<file path="src/rtl/ibrk_pkg.sv">
package ibrk_pkg;
    localparam int LVL_W     = 4;
    localparam int EXCM_BIT  = 4;
    localparam int CAUSE_W   = 12;
    localparam int C_IBRK    = 0;
    localparam int C_BRK     = 1;
    localparam int C_BRKN    = 2;
    localparam int C_IDX_LSB = 8;
    localparam int C_IDX_W   = 4;

    localparam logic [7:0] SR_ENABLE   = 8'd96;
    localparam logic [7:0] SR_ADDR0    = 8'd128;
    localparam logic [7:0] SR_PS       = 8'd230;
    localparam logic [7:0] SR_CAUSE    = 8'd233;
    localparam logic [7:0] SR_EPC_BASE = 8'd176;
    localparam logic [7:0] SR_EPS_BASE = 8'd192;

    localparam logic [31:0] PS_RESET = 32'h0000_0010;

    typedef enum logic {
        ST_WATCH,
        ST_TAKEN
    } dbg_state_e;
endpackage

</file>
<file path="src/rtl/ibrk_regs.sv">
module ibrk_regs
    import ibrk_pkg::*;
#(
    parameter int N_BRK  = 2,
    parameter int DATA_W = 32
) (
    input  logic                    clk,
    input  logic                    rst_n,
    input  logic                    wr_en,
    input  logic [7:0]              wr_num,
    input  logic [DATA_W-1:0]       wr_data,
    output logic [N_BRK-1:0]        en_mask,
    output logic [N_BRK*DATA_W-1:0] addr_flat
);
    always_ff @(posedge clk) begin
        if (!rst_n) begin
            en_mask <= '0;
        end else if (wr_en && wr_num == SR_ENABLE) begin
            en_mask <= wr_data[N_BRK-1:0];
        end
    end

    for (genvar g = 0; g < N_BRK; g++) begin : g_addr
        logic [DATA_W-1:0] addr_q;
        always_ff @(posedge clk) begin
            if (!rst_n) begin
                addr_q <= '0;
            end else if (wr_en && wr_num == SR_ADDR0 + 8'(g)) begin
                addr_q <= wr_data;
            end
        end
        assign addr_flat[g*DATA_W +: DATA_W] = addr_q;
    end
endmodule

</file>
<file path="src/rtl/ibrk_match.sv">
module ibrk_match #(
    parameter int N_BRK  = 2,
    parameter int DATA_W = 32,
    parameter int IDX_W  = 1
) (
    input  logic [N_BRK-1:0]        en_mask,
    input  logic [N_BRK*DATA_W-1:0] addr_flat,
    input  logic [DATA_W-1:0]       pc,
    output logic                    hit,
    output logic [IDX_W-1:0]        hit_idx
);
    logic [N_BRK-1:0] match;

    for (genvar g = 0; g < N_BRK; g++) begin : g_cmp
        assign match[g] = en_mask[g] && (addr_flat[g*DATA_W +: DATA_W] == pc);
    end

    // Scan from the top down so the lowest matching index is left standing.
    always_comb begin
        hit     = 1'b0;
        hit_idx = '0;
        for (int i = N_BRK - 1; i >= 0; i--) begin
            if (match[i]) begin
                hit     = 1'b1;
                hit_idx = IDX_W'(i);
            end
        end
    end
endmodule

</file>
<file path="src/rtl/ibrk_dbg_ctrl.sv">
module ibrk_dbg_ctrl
    import ibrk_pkg::*;
#(
    parameter int DATA_W    = 32,
    parameter int DBG_LEVEL = 6,
    parameter int IDX_W     = 1
) (
    input  logic               clk,
    input  logic               rst_n,
    input  logic               pc_valid,
    input  logic [DATA_W-1:0]  pc,
    input  logic               brk_insn,
    input  logic               brk_narrow,
    input  logic               bp_hit,
    input  logic [IDX_W-1:0]   bp_idx,
    input  logic               ps_wr_en,
    input  logic [DATA_W-1:0]  ps_wr_data,
    output logic [DATA_W-1:0]  ps_q,
    output logic [CAUSE_W-1:0] cause_q,
    output logic [DATA_W-1:0]  epc_q,
    output logic [DATA_W-1:0]  eps_q,
    output logic               dbg_take,
    output logic [DATA_W-1:0]  dbg_pc,
    output logic [CAUSE_W-1:0] dbg_cause
);
    localparam logic [LVL_W-1:0] LVL = LVL_W'(DBG_LEVEL);

    dbg_state_e         state_q, state_d;
    logic               level_ok;
    logic               fire;
    logic [CAUSE_W-1:0] cause_d;
    logic [DATA_W-1:0]  ps_taken;

    assign level_ok = ps_q[LVL_W-1:0] < LVL;
    assign fire     = (state_q == ST_WATCH) && pc_valid && level_ok &&
                      (bp_hit || brk_insn || brk_narrow);

    always_comb begin
        cause_d = '0;
        if (bp_hit) begin
            cause_d[C_IBRK] = 1'b1;
            cause_d[C_IDX_LSB +: C_IDX_W] = C_IDX_W'(bp_idx);
        end else if (brk_insn) begin
            cause_d[C_BRK] = 1'b1;
        end else begin
            cause_d[C_BRKN] = 1'b1;
        end
    end

    always_comb begin
        ps_taken = ps_q;
        ps_taken[LVL_W-1:0] = LVL;
        ps_taken[EXCM_BIT]  = 1'b1;
    end

    always_comb begin
        state_d = state_q;
        unique case (state_q)
            ST_WATCH: state_d = fire ? ST_TAKEN : ST_WATCH;
            ST_TAKEN: state_d = ST_WATCH;
            default:  state_d = ST_WATCH;
        endcase
    end

    always_ff @(posedge clk) begin
        if (!rst_n) state_q <= ST_WATCH;
        else        state_q <= state_d;
    end

    always_ff @(posedge clk) begin
        if (!rst_n) begin
            ps_q    <= DATA_W'(PS_RESET);
            cause_q <= '0;
            epc_q   <= '0;
            eps_q   <= '0;
        end else if (fire) begin
            cause_q <= cause_d;
            epc_q   <= pc;
            eps_q   <= ps_q;
            ps_q    <= ps_taken;
        end else if (ps_wr_en) begin
            ps_q    <= ps_wr_data;
        end
    end

    always_comb begin
        dbg_take  = (state_q == ST_TAKEN);
        dbg_pc    = epc_q;
        dbg_cause = cause_q;
    end
endmodule

</file>
<file path="src/rtl/ibrk_debug_unit.sv">
module ibrk_debug_unit
    import ibrk_pkg::*;
#(
    parameter int N_BRK     = 2,
    parameter int DATA_W    = 32,
    parameter int DBG_LEVEL = 6
) (
    input  logic               clk,
    input  logic               rst_n,
    input  logic               pc_valid,
    input  logic [DATA_W-1:0]  pc,
    input  logic               brk_insn,
    input  logic               brk_narrow,
    input  logic               sr_wr_en,
    input  logic [7:0]         sr_wr_num,
    input  logic [DATA_W-1:0]  sr_wr_data,
    input  logic [7:0]         sr_rd_num,
    output logic [DATA_W-1:0]  sr_rd_data,
    output logic               dbg_take,
    output logic [DATA_W-1:0]  dbg_pc,
    output logic [CAUSE_W-1:0] dbg_cause
);
    localparam int IDX_W = (N_BRK > 1) ? $clog2(N_BRK) : 1;
    localparam logic [7:0] SR_EPC = SR_EPC_BASE + 8'(DBG_LEVEL);
    localparam logic [7:0] SR_EPS = SR_EPS_BASE + 8'(DBG_LEVEL);

    logic [N_BRK-1:0]        en_mask;
    logic [N_BRK*DATA_W-1:0] addr_flat;
    logic                    bp_hit;
    logic [IDX_W-1:0]        bp_idx;
    logic [DATA_W-1:0]       ps_q, epc_q, eps_q;
    logic [CAUSE_W-1:0]      cause_q;

    ibrk_regs #(.N_BRK(N_BRK), .DATA_W(DATA_W)) u_regs (
        .clk       (clk),
        .rst_n     (rst_n),
        .wr_en     (sr_wr_en),
        .wr_num    (sr_wr_num),
        .wr_data   (sr_wr_data),
        .en_mask   (en_mask),
        .addr_flat (addr_flat)
    );

    ibrk_match #(.N_BRK(N_BRK), .DATA_W(DATA_W), .IDX_W(IDX_W)) u_match (
        .en_mask   (en_mask),
        .addr_flat (addr_flat),
        .pc        (pc),
        .hit       (bp_hit),
        .hit_idx   (bp_idx)
    );

    ibrk_dbg_ctrl #(.DATA_W(DATA_W), .DBG_LEVEL(DBG_LEVEL), .IDX_W(IDX_W)) u_ctrl (
        .clk        (clk),
        .rst_n      (rst_n),
        .pc_valid   (pc_valid),
        .pc         (pc),
        .brk_insn   (brk_insn),
        .brk_narrow (brk_narrow),
        .bp_hit     (bp_hit),
        .bp_idx     (bp_idx),
        .ps_wr_en   (sr_wr_en && sr_wr_num == SR_PS),
        .ps_wr_data (sr_wr_data),
        .ps_q       (ps_q),
        .cause_q    (cause_q),
        .epc_q      (epc_q),
        .eps_q      (eps_q),
        .dbg_take   (dbg_take),
        .dbg_pc     (dbg_pc),
        .dbg_cause  (dbg_cause)
    );

    always_comb begin
        sr_rd_data = '0;
        if (sr_rd_num == SR_ENABLE) sr_rd_data = DATA_W'(en_mask);
        if (sr_rd_num == SR_PS)     sr_rd_data = ps_q;
        if (sr_rd_num == SR_CAUSE)  sr_rd_data = DATA_W'(cause_q);
        if (sr_rd_num == SR_EPC)    sr_rd_data = epc_q;
        if (sr_rd_num == SR_EPS)    sr_rd_data = eps_q;
        for (int i = 0; i < N_BRK; i++) begin
            if (sr_rd_num == SR_ADDR0 + 8'(i)) sr_rd_data = addr_flat[i*DATA_W +: DATA_W];
        end
    end
endmodule

</file>
<file path="config.mk">
export PLATFORM = sky130hd
export DESIGN_NAME = ibrk_debug_unit
export DESIGN_NICKNAME = d
export VERILOG_FILES = /design/src/rtl/ibrk_pkg.sv /design/src/rtl/ibrk_regs.sv /design/src/rtl/ibrk_match.sv /design/src/rtl/ibrk_dbg_ctrl.sv /design/src/rtl/ibrk_debug_unit.sv
export SDC_FILE = /design/constraint.sdc
export NUM_CORES = 1
export LEC_CHECK = 0
export BUFFER_PORTS_ARGS = -buffer_cell sky130_fd_sc_hd__buf_2
export CAP_MARGIN = 30
export CORE_MARGIN = 2
export CORE_UTILIZATION = 50
export CTS_BUF_LIST = sky130_fd_sc_hd__clkbuf_8
export CTS_CLUSTER_SIZE = 24
export DETAILED_ROUTE_END_ITERATION = 6
export GPL_TIMING_DRIVEN = 0
export HOLD_SLACK_MARGIN = 0.12
export PLACE_DENSITY = 0.74
export RECOVER_POWER = 50
export SYNTH_ARGS = -nofsm -noshare
export SYNTH_HDL_FRONTEND = slang
export SYNTH_SLANG_ARGS = --single-unit
</file>
<file path="constraint.sdc">
create_clock -name clk -period 6.1 [get_ports clk]
set_clock_uncertainty 0.05 [all_clocks]
set_input_delay 0.915 -clock clk [delete_from_list [all_inputs] [get_ports clk]]
set_output_delay 0.915 -clock clk [all_outputs]
set_load 0.005 [all_outputs]
</file>
* Yosys cells after proc, flatten, opt, wreduce, memory -nomap -nowiden
Cells that the tools add are included.
Storage, ports and cells: memories 0, word-level logic and storage cells 60, bits in latches 0, flip-flop bits (word level) 170, memory bits (writable) 0, output and inout bits 77, bits in read-only memories 0, input port bits 86
Cells by class: equal/unequal tests 13, mux-type cells 19, $mul 0, order comparisons 1, reductions and logical operators 14, $add $sub $neg 0, bitwise operators 3, shift-type cells 0, divide/modulo/power cells 0
Operators by type and width (number):
- $mux 32 | 6
- $eq 8x8->1 const B | 9
- $eq 32x32->1 | 2
- $eq 8x7->1 const B | 2
- $logic_and 1x1->1 | 9
- $mux 1 | 8
- $mux 3 | 2
- $lt 4x3->1 const B | 1
- $mux 2 | 2
- $not 1->1 | 3
- $logic_or 1x1->1 | 2
- $pmux 1 s2 | 1
- $reduce_and 2->1 | 1
- $reduce_bool 2->1 | 1
- $reduce_or 2->1 | 1

* Longest topological paths before layout
word-level depth 9, depth in mapped cells 9

* Modules after synthesis
A second synthesis with hierarchy kept.
Second synthesis, totals: cells, all modules 1004, area, all modules 9067.4 um^2
By module, submodules not included:
- ibrk_dbg_ctrl | seq. area each 2021.9 um^2, instances 1, area each 4315.4 um^2, cells each 459
- ibrk_regs | seq. area each 1321.3 um^2, instances 1, area each 2549.9 um^2, cells each 254
- ibrk_debug_unit | seq. area each 0.0 um^2, instances 1, area each 1475.2 um^2, cells each 201
- ibrk_match | seq. area each 0.0 um^2, instances 1, area each 726.9 um^2, cells each 90

* Worst setup path after synthesis
OpenSTA, ideal clock, no wires.
path kind input -> output, from input sr_rd_num[7], to output sr_rd_data[21], buffers on the path 1, path slack 2.847 ns, arrival time 2.288 ns, stages on the path 7, data required time 5.135 ns, path through nor2b_1 -> nor2b_1 -> nand2_1 -> nor3_1 -> clkbuf_1 -> a222oi_1 -> a31oi_1
On the way: word-level cells in the longest chain between the ends 7
RTL lines:
- start, declared | RTL line ibrk_debug_unit.sv:17 | input logic [7:0] sr_rd_num,
- $eq 8x8->1 | RTL line ibrk_debug_unit.sv:75 | if (sr_rd_num == SR_PS) sr_rd_data = ps_q;
- $mux 32 | RTL line ibrk_debug_unit.sv:75
- $mux 32 | RTL line ibrk_debug_unit.sv:76 | if (sr_rd_num == SR_CAUSE) sr_rd_data = DATA_W'(cause_q);
- $mux 32 | RTL line ibrk_debug_unit.sv:77 | if (sr_rd_num == SR_EPC) sr_rd_data = epc_q;
- $mux 32 | RTL line ibrk_debug_unit.sv:78 | if (sr_rd_num == SR_EPS) sr_rd_data = eps_q;
- $mux 32 | RTL line ibrk_debug_unit.sv:80 | if (sr_rd_num == SR_ADDR0 + 8'(i)) sr_rd_data = addr_flat[i*DATA_W +: DATA_W];
- $mux 32 (*) | RTL line ibrk_debug_unit.sv:80
- end, declared | RTL line ibrk_debug_unit.sv:18 | output logic [DATA_W-1:0] sr_rd_data,
Mark *: on every way between the ends. The rest lies on a longest branch, timed or not.

* Worst setup path in the final report
from input sr_rd_num[7], to output sr_rd_data[20]
The elaborated chain is that of the path after synthesis.

==> results.toml <==
[status]
status = "complete, but fails checks"
failed_checks = "DRC"

[synth]
syn_area_per_cell_sq_um = 7.82
ys_ff_latch = 167
async_flop_share_pct = 0
yosysUniqueCellTypes = 38
ys_seq_area_share_pct = 42.2
ys.flop_type = "dfxtp_1"
synth_edf_count = 0
syn_inst = 1014
syn_area_sq_um = 7930
yosys_warnings = 0

[critical_path]
crit_slowest_cell = "clkbuf_1"
critPathMaxStageDelay_ns = 0.57
arrival_ns = 3.32
cp_top_family = "simple AND/OR/NAND/NOR gates"
crit_chain = "buf_2, nor2b_1, nor2b_1, nand2_1, nor3_1, clkbuf_1, a222oi_1, a31oi_1, buf_2"
cp_max_fo = 10
cp-end-kind = "output pin"
reg2regPathDepth = 9
r2r_start = "u_regs.g_addr[1].addr_q[5]$_SDFFE_PN0P_"
crit_path_start_kind = "primary input"
reg2reg_setup_slack_ns = 2.84
worstSetupPathType = "in -> out"
reg2reg_to = "u_ctrl.eps_q[7]$_SDFFE_PN0P_"
critical_path_buf_inv_count = 3
required_ns = 5.13

[clock_network]
insertion_delay_ns = 0.49
cts_buffers = 17
h-tree-depth = 4
clk_path_buf_depth = 2
cts.repair.resized = 0
root_buffer = "clkbuf_8"
cts_setup_buffers = 0
cts_sinks = 167
postCtsHoldBufs = 0
path_clk_slew_ns = 0.08
cts_tree = "yes"

[sta]
post-route-period-util_pct = 70.3
report.final.slew_viol_count = 0
fmax_mhz = 233
rsz0062_at_grt = "no"
worst_slew_pin_slew_ns = 1.01
finalSetupViolCount = 0
post-route-min-period_ns = 4.29
hold_viol_final = 0
finalSetupTns_ns = 0
timing.hold.ws_ns = 0.429
relSlewSlack_pct = 32.0

[global_route]
grt_pass1_vias = 8015
antenna_found_initial = 0
grtUsageTotal_pct = 35.7
grt_max_degree = 17
overflow = 0
grt_pass1_wl_mm = 44.8

[flow_run]
drv_cap = 0

[final_layout]
drive_gt1_share_pct = 15.1
area_growth_pct = 18.3
fin_nets = 1282
final_common_cell = "nand2_1"
layout_common_cells = "nand2_1 (225), dfxtp_1 (167), buf_2 (144), a21oi_1 (135), clkbuf_1 (95)"

[floorplan]
dieArea_sq_um = 16900
rows = 46
die_y_microns = 130
start_util_pct = 50.5
io_pins = 163
core-area_sq_um = 15700
die_x_microns = 130

[min_path]
hold_path_depth = 2
hold_class = "reg -> reg"
hold_start = "u_ctrl.eps_q[26]$_SDFFE_PN0P_"
holdPathEnd = "u_ctrl.eps_q[26]$_SDFFE_PN0P_"

[route]
routedWlPerCell_microns = 21.6
route.detailed.drc = 2
wl_mm = 30.8
ant_nets = 0
vias_per_cell = 6.17
drt_iter0_drc = 1399
drt_first_pass_iters = 7
vias = 8797

[placed_design]
routabilityCongestion = 0.974
post-dp-hpwl_mm = 21.7
io_buffer_count = 154

[pwr]
p_per_area_nw_per_um2 = 236
max-vdd-ir-drop_uv = 164
p_leak_uw = 0.00347
finalPower_uw = 2210
==> through the flow <==
step / util [%] / cells / setup WS [ns] / instance area [sq um]
2_1_floorplan: - / 1021 / 2.85 / 7960
3_3_place_gp: 57.3 / 1391 / 1.93 / 9000
3_5_place_dp: 57.3 / 1393 / 1.92 / 9010
4_1_cts: 60.0 / 1424 / 1.90 / 9420
5_1_grt: 59.7 / 1424 / 1.59 / 9380
6_report: 59.7 / 1425 / 1.81 / 9380
==> cell usage after synthesis, types with 9 or more instances <==
library cell / number / share of area (%)
mux2i_1: 35 / 4.4
xnor2_1: 33 / 3.6
clkbuf_1: 73 / 3.5
nor3_1: 9 / 0.57
o21ai_0: 66 / 4.2
nor4_1: 11 / 0.87
a21oi_1: 135 / 8.5
dfxtp_1: 167 / 42
nand2_1: 225 / 11
buf_4: 9 / 0.85
a222oi_1: 33 / 4.2
a31oi_1: 22 / 1.7
nor2_1: 33 / 1.6
xor2_1: 29 / 3.2
nand3_1: 71 / 4.5
==> cell type report <==
type                       count  area (sq um)
sequential                   167          3340
antenna                        1          2.50
tap                          216           270
clock buffer                  18           248
inverter                       4          15.0
clock inverter                13           165
timing repair buffer         156           757
buffer                        93           403
fill                        1522          6330
multi-input combinational    757          4180
==> worst max path at each step <==
| stage | startpoint | endpoint | slack (ns) | depth (start not counted) |
|---|---|---|---|---|
| final | sr_rd_num[7] | sr_rd_data[20] | 1.81 | 9 |
| after global routing | sr_rd_num[7] | sr_rd_data[27] | 1.59 | 9 |
| after CTS | sr_rd_num[7] | sr_rd_data[20] | 1.90 | 9 |
| after detailed placement | sr_rd_num[7] | sr_rd_data[20] | 1.92 | 9 |
| after global placement | sr_rd_num[7] | sr_rd_data[23] | 1.93 | 9 |
| after floorplan | sr_rd_num[7] | sr_rd_data[21] | 2.85 | 7 |
==> worst register-to-register path: cells and delay by family (launching register included) <==
| kind | cells | cell delay, ns |
|---|---|---|
| AND/OR/NAND/NOR | 4 | 1.52 |
| buffers and inverters | 2 | 0.67 |
| AO/OA/AOI/OAI | 2 | 0.36 |
| flip-flops | 1 | 0.34 |
| XOR/XNOR | 1 | 0.18 |
==> power by group <==
group	switching [uW]	internal (uW)	total [uW]
clock	414	446	860
combinational	161	71.2	232
sequential	15.3	1110	1120
==> per-layer routing <==
layer	GRT usage [%]	vias up	part of all wire (%)
met5	0	-	0
met4	17.6	0	4.5
met3	9.84	134	14
met2	54.7	656	44
met1	46.7	4074	38
li1	-	3933	-
==> sequential cells by signal, indices dropped and copies added (netlist names) <==
register	flops
u_ctrl.eps_q	32
u_ctrl.dbg_pc	32
u_ctrl.dbg_take	1
u_ctrl.cause_q	4
u_ctrl.ps_q	32
u_regs.g_addr.addr_q	64
u_regs.en_mask	2
==> kinds of logic (layout without fill, tap and decap cells) <==
group                     after synthesis  count (layout)  synth area share, %
and+or+nand+nor                       379             379                 21.0
AOI/OAI and AO/OA                     273             273                 20.1
DFF                                   167             167                 42.2
buffers and inverters                  97             284                 5.43
xor gates and xnor gates               62              62                 6.85
muxes                                  35              35                 4.42
other                                   1               9               0.0473
(Power assumes the default switching activity.)
